--- src/rtl/spi_addr_pkg.sv ---
package spi_addr_pkg;
  typedef enum logic [1:0] {ST_IDLE, ST_ADDR, ST_DATA, ST_SKIP} frame_st_t;

  typedef struct packed {
    logic shiftIn;
    logic loadTx;
    logic shiftTx;
    logic commit;
    logic useId;
  } strobe_t;
endpackage

--- src/rtl/spi_addr_ctrl.sv ---
module spi_addr_ctrl
  import spi_addr_pkg::*;
#(
  parameter int ADDR_W  = 16,
  parameter int BOARD_W = 3,
  parameter int DATA_W  = 72
) (
  input  logic               clk,
  input  logic               rstN,
  input  logic               sckIn,
  input  logic               csNIn,
  input  logic               mosiIn,
  input  logic [BOARD_W-1:0] boardSw,
  input  logic               devPin,
  input  logic [ADDR_W-1:0]  addrWord,
  output logic               mosiBit,
  output logic               misoEn,
  output strobe_t            strb
);
  localparam int CNT_W   = $clog2(DATA_W);
  localparam int DEV_BIT = ADDR_W - BOARD_W - 1;
  localparam int INT_W   = DEV_BIT - 1;

  logic [2:0] sckSync;
  logic [1:0] csSync;
  logic [1:0] mosiSync;
  frame_st_t  state;
  logic [CNT_W-1:0] bitCnt;
  logic isWrite, isIdAddr, misoEnQ;
  logic sckRise, sckFall, csActive, idMatch, addrDone, dataDone;

  always_ff @(posedge clk or negedge rstN) begin
    if (!rstN) begin
      sckSync  <= '0;
      csSync   <= '1;
      mosiSync <= '0;
    end else begin
      sckSync  <= {sckSync[1:0], sckIn};
      csSync   <= {csSync[0], csNIn};
      mosiSync <= {mosiSync[0], mosiIn};
    end
  end

  assign sckRise  = sckSync[1] & ~sckSync[2];
  assign sckFall  = ~sckSync[1] & sckSync[2];
  assign csActive = ~csSync[1];
  assign mosiBit  = mosiSync[1];
  assign idMatch  = (addrWord[ADDR_W-1 -: BOARD_W] == boardSw) && (addrWord[DEV_BIT] == devPin);
  assign addrDone = sckRise && (state == ST_ADDR) && (bitCnt == CNT_W'(ADDR_W - 1));
  assign dataDone = sckRise && (state == ST_DATA) && (bitCnt == CNT_W'(DATA_W - 1));

  always_comb begin
    strb         = '0;
    strb.useId   = isIdAddr;
    strb.shiftIn = csActive && sckRise && (state == ST_ADDR || state == ST_DATA);
    strb.commit  = csActive && dataDone && isWrite && !isIdAddr;
    strb.loadTx  = csActive && sckFall && (state == ST_DATA) && !isWrite && !misoEnQ;
    strb.shiftTx = csActive && sckFall && (state == ST_DATA) && !isWrite && misoEnQ;
  end

  always_ff @(posedge clk or negedge rstN) begin
    if (!rstN) begin
      state    <= ST_IDLE;
      bitCnt   <= '0;
      isWrite  <= 1'b0;
      isIdAddr <= 1'b0;
      misoEnQ  <= 1'b0;
    end else if (!csActive) begin
      state   <= ST_IDLE;
      bitCnt  <= '0;
      misoEnQ <= 1'b0;
    end else begin
      unique case (state)
        ST_IDLE: begin
          state  <= ST_ADDR;
          bitCnt <= '0;
        end
        ST_ADDR: if (sckRise) begin
          if (addrDone) begin
            bitCnt   <= '0;
            isWrite  <= addrWord[0];
            isIdAddr <= (addrWord[INT_W:1] == '0);
            state    <= idMatch ? ST_DATA : ST_SKIP;
          end else begin
            bitCnt <= bitCnt + 1'b1;
          end
        end
        ST_DATA: begin
          if (strb.loadTx) misoEnQ <= 1'b1;
          if (dataDone) begin
            state   <= ST_SKIP;
            misoEnQ <= 1'b0;
          end else if (sckRise) begin
            bitCnt <= bitCnt + 1'b1;
          end
        end
        default: state <= ST_SKIP;
      endcase
    end
  end

  assign misoEn = misoEnQ;

  a_r8_release_on_deselect: assert property (@(posedge clk) disable iff (!rstN)
    csSync[1] |=> !misoEn);
  a_r3_skip_silent: assert property (@(posedge clk) disable iff (!rstN)
    (state == ST_SKIP) |-> !misoEn);
  a_r4_write_never_drives: assert property (@(posedge clk) disable iff (!rstN)
    (isWrite && state == ST_DATA) |-> !misoEn);
endmodule

--- src/rtl/spi_addr_datapath.sv ---
module spi_addr_datapath
  import spi_addr_pkg::*;
#(
  parameter int ADDR_W  = 16,
  parameter int DATA_W  = 72,
  parameter int ID_W    = 16,
  parameter logic [ID_W-1:0] ID_WORD = 16'hC5A3
) (
  input  logic              clk,
  input  logic              rstN,
  input  strobe_t           strb,
  input  logic              mosiBit,
  input  logic [DATA_W-1:0] pinsIn,
  output logic [ADDR_W-1:0] addrWord,
  output logic              misoOut,
  output logic [DATA_W-1:0] pinsOut
);
  localparam int PAD_W = DATA_W - ID_W;

  logic [DATA_W-1:0] rxSr;
  logic [DATA_W-1:0] txSr;
  logic [DATA_W-1:0] rxNext;

  assign rxNext   = {rxSr[DATA_W-2:0], mosiBit};
  assign addrWord = rxNext[ADDR_W-1:0];
  assign misoOut  = txSr[DATA_W-1];

  always_ff @(posedge clk or negedge rstN) begin
    if (!rstN) begin
      rxSr    <= '0;
      txSr    <= '0;
      pinsOut <= '0;
    end else begin
      if (strb.shiftIn) rxSr <= rxNext;
      if (strb.commit)  pinsOut <= rxNext;
      if (strb.loadTx)
        txSr <= strb.useId ? {ID_WORD, {PAD_W{1'b0}}} : pinsIn;
      else if (strb.shiftTx)
        txSr <= {txSr[DATA_W-2:0], 1'b0};
    end
  end

  a_r5_pins_hold: assert property (@(posedge clk) disable iff (!rstN)
    !strb.commit |=> $stable(pinsOut));
  a_r6_tx_strobes_exclusive: assert property (@(posedge clk) disable iff (!rstN)
    $onehot0({strb.loadTx, strb.shiftTx, strb.commit}));
endmodule

--- src/rtl/spi_addr_slave.sv ---
module spi_addr_slave
  import spi_addr_pkg::*;
#(
  parameter int ADDR_W  = 16,
  parameter int BOARD_W = 3,
  parameter int DATA_W  = 72,
  parameter int ID_W    = 16,
  parameter logic [ID_W-1:0] ID_WORD = 16'hC5A3
) (
  input  logic               clk,
  input  logic               rstN,
  input  logic               sckIn,
  input  logic               csNIn,
  input  logic               mosiIn,
  input  logic [BOARD_W-1:0] boardSw,
  input  logic               devPin,
  input  logic [DATA_W-1:0]  pinsIn,
  output logic               misoOut,
  output logic               misoEn,
  output logic [DATA_W-1:0]  pinsOut
);
  strobe_t           strb;
  logic              mosiBit;
  logic [ADDR_W-1:0] addrWord;

  spi_addr_ctrl #(.ADDR_W(ADDR_W), .BOARD_W(BOARD_W), .DATA_W(DATA_W)) u_ctrl (
    .clk(clk), .rstN(rstN), .sckIn(sckIn), .csNIn(csNIn), .mosiIn(mosiIn),
    .boardSw(boardSw), .devPin(devPin), .addrWord(addrWord),
    .mosiBit(mosiBit), .misoEn(misoEn), .strb(strb)
  );

  spi_addr_datapath #(.ADDR_W(ADDR_W), .DATA_W(DATA_W), .ID_W(ID_W), .ID_WORD(ID_WORD)) u_dp (
    .clk(clk), .rstN(rstN), .strb(strb), .mosiBit(mosiBit), .pinsIn(pinsIn),
    .addrWord(addrWord), .misoOut(misoOut), .pinsOut(pinsOut)
  );
endmodule

--- config.mk ---
export PLATFORM = sky130hd
export DESIGN_NAME = spi_addr_slave
export DESIGN_NICKNAME = d
export VERILOG_FILES = /design/src/rtl/spi_addr_pkg.sv /design/src/rtl/spi_addr_ctrl.sv /design/src/rtl/spi_addr_datapath.sv /design/src/rtl/spi_addr_slave.sv
export SDC_FILE = /design/constraint.sdc
export NUM_CORES = 1
export LEC_CHECK = 0
export BUFFER_PORTS_ARGS = -buffer_cell sky130_fd_sc_hd__buf_2
export CAP_MARGIN = 40
export CORE_UTILIZATION = 46
export DETAILED_ROUTE_END_ITERATION = 12
export PLACE_DENSITY = 0.67
export SLEW_MARGIN = 20
export SYNTH_ARGS = -nofsm -noshare
export SYNTH_HDL_FRONTEND = slang
export SYNTH_HIERARCHICAL = 1
export SYNTH_SLANG_ARGS = --single-unit
--- constraint.sdc ---
create_clock -name clk -period 2.9 [get_ports clk]
set_input_delay 0.29 -clock clk [delete_from_list [all_inputs] [get_ports clk]]
set_output_delay 0.29 -clock clk [all_outputs]
set_load 0.01 [all_outputs]
-- Word-level counts from Yosys, hierarchy flattened
Cells that the tools add are included.
- add/sub/neg operators: 1
- multiplexer cells: 19
- reduce and logical (&&, ||, !) cells: 29
- eq/ne operators: 11
- bitwise gates (word level): 5
- operators with widths (operator ; count):
    $mux 72 ; 3
    $mux 7 ; 5
    $pmux 7 s3 ; 1
    $logic_and 1x1->1 ; 15
    $ne 3x1->1 const B ; 4
    $logic_not 11->1 ; 1
    $mux 2 ; 4
    $reduce_and 4->1 ; 2
    $add 7x1->7 const B ; 1
    $eq 7x4->1 const B ; 1
    $eq 7x7->1 const B ; 1
    $pmux 2 s3 ; 1
    $mux 1 ; 5
    $reduce_bool 2->1 ; 2
    $reduce_bool 4->1 ; 1
    $eq 3x3->1 ; 1
    $logic_not 1->1 ; 3
    $ne 3x2->1 const B ; 1
    $not 1->1 ; 3
    $reduce_and 3->1 ; 1
    $reduce_bool 3->1 ; 1
    $and 1x1->1 ; 2
    $eq 2x1->1 const B ; 1
    $eq 2x2->1 const B ; 1
    4 further kinds ; 4
- word-level logic and storage cells: 76
- output and inout port bits: 74
- bits in registers: 234
- input port bits: 81

-- Longest topological paths before layout
- depth after elaboration: 10
- depth in mapped cells: 10
- mapped depth without buffers: 7

-- Cells and area by module
Netlist, hierarchy kept.
- by module, submodules not included (module ; cells each ; area each (um2) ; sequential area each (um2) ; instances):
    spi_addr_datapath ; 561 ; 8774.7 ; 5380.2 ; 1
    spi_addr_ctrl ; 92 ; 1017.2 ; 478.0 ; 1

-- Least setup slack after synthesis
OpenSTA, ideal clock, no wires.
- path type: register to register
- start point: reg u_ctrl.bitCnt[4]
- end point: reg u_dp.pinsOut[0]
- clock period less this slack: 2.441 ns
- setup slack: 0.459 ns
- required time: 2.775 ns
- path buffers: 2
- setup time: 0.125 ns
- cell stages (with the launch flop): 7
- arrival: 2.316 ns
- cells stage by stage: dfrtp_1 or4b_4 or3_4 nor4b_1 buf_2 buf_2 mux2_2
- RTL lines (what ; line ; text):
    start: declaration ; spi_addr_ctrl.sv:28 ; logic [CNT_W-1:0] bitCnt;
    start signal: assignment ; spi_addr_ctrl.sv:85 ; bitCnt <= bitCnt + 1'b1;
    start signal: assignment ; spi_addr_ctrl.sv:94 ; bitCnt <= bitCnt + 1'b1;
    end signal: assignment ; spi_addr_datapath.sv:35 ; if (strb.commit) pinsOut <= rxNext;
    end: declaration ; spi_addr_datapath.sv:16 ; output logic [DATA_W-1:0] pinsOut

==> results.md <==
- Synth Area in Compound Gates: 8.02%
- Via count: 5,992
- Power density over cell area: 674 nW/um^2
- HPWL Detailed: 12,300 microns
- Final setup vio count: 0
- Hold Path Class: in -> reg
- Mean routed wirelength per cell: 17.1 microns
- Ant diodes: 0
- Status: finished, final reports clean
- Synth cell count leaders: 232 x dfrtp_1, 153 x mux2_2, 66 x mux2i_1
- Final ANT Viol Nets: 0
- Synthesized area per cell: 15.0 sq um
- Arr. time, crit path: 2.97 ns
- Crit. End Element: flop
- Largest net degree at the start of global routing: 93
- # hold bufs at CTS: 61
- Post-synth ARST share: 100%
- Unrepaired setup endpoints after global routing: false
- Mux cell area share after synthesis: 24.3%
- Initial DRC count: 260
- Most common cell in the netlist: dfrtp_1
- Synth warn: 6
- Die width: 148 microns
- Yosys cell types: 44
- Synth Area in Adders: 0.639%
- Cell area after placement: 10,700 sq um
- Initial antenna violation count: 0
- Slew HR: 52.0%
- Fraction of layout cells with a size suffix above 1: 43.9%
- XOR/XNOR Fraction of Synth Area: 0.358%
- Nets: 935
- 1st-pass router iterations: 4
- Static Leak: 5.77 nW
- Vias in the first global route: 6,447
- Post-route cell area: 12,200 sq um
- IO buf count: 154
- WHS: 0.0213 ns
- Total of max-cap violations: 0
- Num CTS Buffers: 25
- Synth top area cells: dfrtp_1 59%, mux2_2 18%, mux2i_1 6.7%, o2bb2ai_1 5.6%, buf_4 1.4%
- Worst-Skew Late Latency: 0.52 ns
- Top_reg_cell synth: dfrtp_1
- Post-layout util: 58.0%
- VDD IR max: 0.419 mV
- Crit path required time: 3.28 ns
- Maximum clock path buffer count: 3
- DRC: 0
- Full die area: 21,900 sq um
- Tcrit/Tclk final: 89.3%
- CP startpoint kind: flop
- Rows: 53
- Top cell type by total area after synthesis: dfrtp_1
- H-tree depth: 1
- Crit Path Class: reg -> reg
- Clock sink count: 234
- # IOs: 155
- Worst slew pin tran: 0.721 ns
- Max Freq: 386 MHz
- Post-synth EDFFs: 0
- Mapped Cells: 653
- Area Growth Syn to Fin: 24.2%
- Area share of the largest cell type after synthesis: 59.3%
- Syn Nets: 739
- Clock root cell: clkbuf_16
- Congestion Overflow GR: 0
- Seq/Total Area, Yosys: 59.8%
- Final WL: 19,500 microns
- Fin. Hold Viols: 0
- #FFs+latches synth: 234
- Slew Limit Fails: 0
- Starting density of the core: 46.7%
- Worst-path fanout max: 60
- Final clock skew: 0.0179 ns
- Syn Std Cell Area: 9790 sq um
- Setup_tns: 0 ns
- Clk pin slew, worst setup/hold paths: 0.06 ns
- Global placer's final weighted congestion: 0.768
- Simple-gate portion of the synthesized area: 2.34%
- GRT Overall Usage: 18.2%
- Largest family of logic cells by synthesized area: multiplexers
- Global-route wire length before repair: 32,200 microns
- Vias per std cell: 5.24
- Post-cts resize count: 0
- Min Tclk post-route: 2.59 ns
- # Post-CTS Setup Buffers: 0
- Core Box Area: 21,000 sq um
- CTS tree: built
- Die height: 148 microns
[cell type report]
cell class,count,area [sq um]
sequential,234,5860
inverter,5,18.8
tap,275,344
multi-input combinational,357,3520
clock buffer,37,761
fill,1662,8790
timing repair buffer,226,1590
clock inverter,9,70.1
[logic make-up after synthesis]
kind of cell,count (synthesis)
AO/OA/AOI/OAI,92
multiplexers,219
XOR/XNOR,4
AND/OR/NAND/NOR,37
buffers and inverters,62
flip-flops,234
adder cells (fa/ha/maj),5
[worst paths after layout]
check                                         endpoint  cells past startpoint                        start  slack [ns]
setup reg to reg             u_dp/txSr[34]$_DFFE_PN0P_                      8  u_ctrl/state[0]$_DFFE_PN0P_        0.31
setup / recovery             u_dp/txSr[34]$_DFFE_PN0P_                      8  u_ctrl/state[0]$_DFFE_PN0P_        0.31
hold / removal               u_dp/txSr[48]$_DFFE_PN0P_                      2                   pinsIn[48]        0.02
min in group asynchronous    u_dp/txSr[27]$_DFFE_PN0P_                      2                         rstN        0.36
max in group asynchronous    u_dp/txSr[55]$_DFFE_PN0P_                      3                         rstN        1.66
hold reg to reg            u_ctrl/sckSync[1]$_DFF_PN0_                      0  u_ctrl/sckSync[0]$_DFF_PN0_        0.35
[report_power, final]
part | internal (mW) | switching [mW] | total, mW
Combinational | 0.560 | 0.458 | 1.02
Sequential | 3.79 | 0.312 | 4.10
Clock | 1.83 | 1.25 | 3.08
Total | 6.17 | 2.02 | 8.20
[stage by stage]
stage / total power, mW / std cells / worst slack, ns
2_1_floorplan: 4.78 / 653 / 0.459
3_3_place_gp: 5.02 / 1036 / 0.392
3_5_place_dp: 5.11 / 1036 / 0.358
4_1_cts: 8.30 / 1143 / 0.337
5_1_grt: 8.61 / 1143 / 0.115
6_report: 8.20 / 1143 / 0.310
[layout by cell type (no fill, tap or decap), types with 3 or more instances in the layout]
master,instances
clkbuf_1,3
dfrtp_1,232
clkbuf_8,9
nor2b_1,4
buf_2,153
xnor2_1,3
nand2_1,3
clkinvlp_4,4
clkinv_4,3
nor2_1,5
a22o_2,5
o2bb2ai_1,63
clkbuf_16,25
ha_1,5
inv_1,5
o21ai_0,7
buf_12,9
nor4_1,4
mux2i_1,66
o22a_1,7
dlygate4sd3_1,61
mux2_2,153
[state kept, by name, indices dropped and copies added, names as in the netlist]
| name | flops |
|---|---|
| u_dp/pinsOut | 72 |
| u_dp/txSr | 72 |
| u_dp/rxSr | 71 |
| u_ctrl/bitCnt | 7 |
| u_ctrl/sckSync | 3 |
| u_ctrl/csSync | 2 |
| u_ctrl/mosiSync | 2 |
| u_ctrl/state | 2 |
| u_ctrl/isIdAddr | 1 |
| u_ctrl/isWrite | 1 |
| u_ctrl/misoEn | 1 |
[metal layers]
metal	global-route usage, %	routed length [microns]	share of wire, %	up-vias
met5	0	0	0	-
met4	5.15	335	1.7	0
met3	4.57	1290	6.6	27
met2	30.8	9600	49	173
met1	23.1	8280	42	3011
li1	-	-	-	2781
[critical path: stages (launching register included)]
cell and delay, ns:
dfrtp_1 0.38, inv_1 0.10, ha_1 0.26, nand2_1 0.07, nor4_1 0.42, and2_4 0.38
buf_12 0.40, mux2i_1 0.30, o2bb2ai_1 0.13
Note: power is estimated with default switching activity, not from simulation.
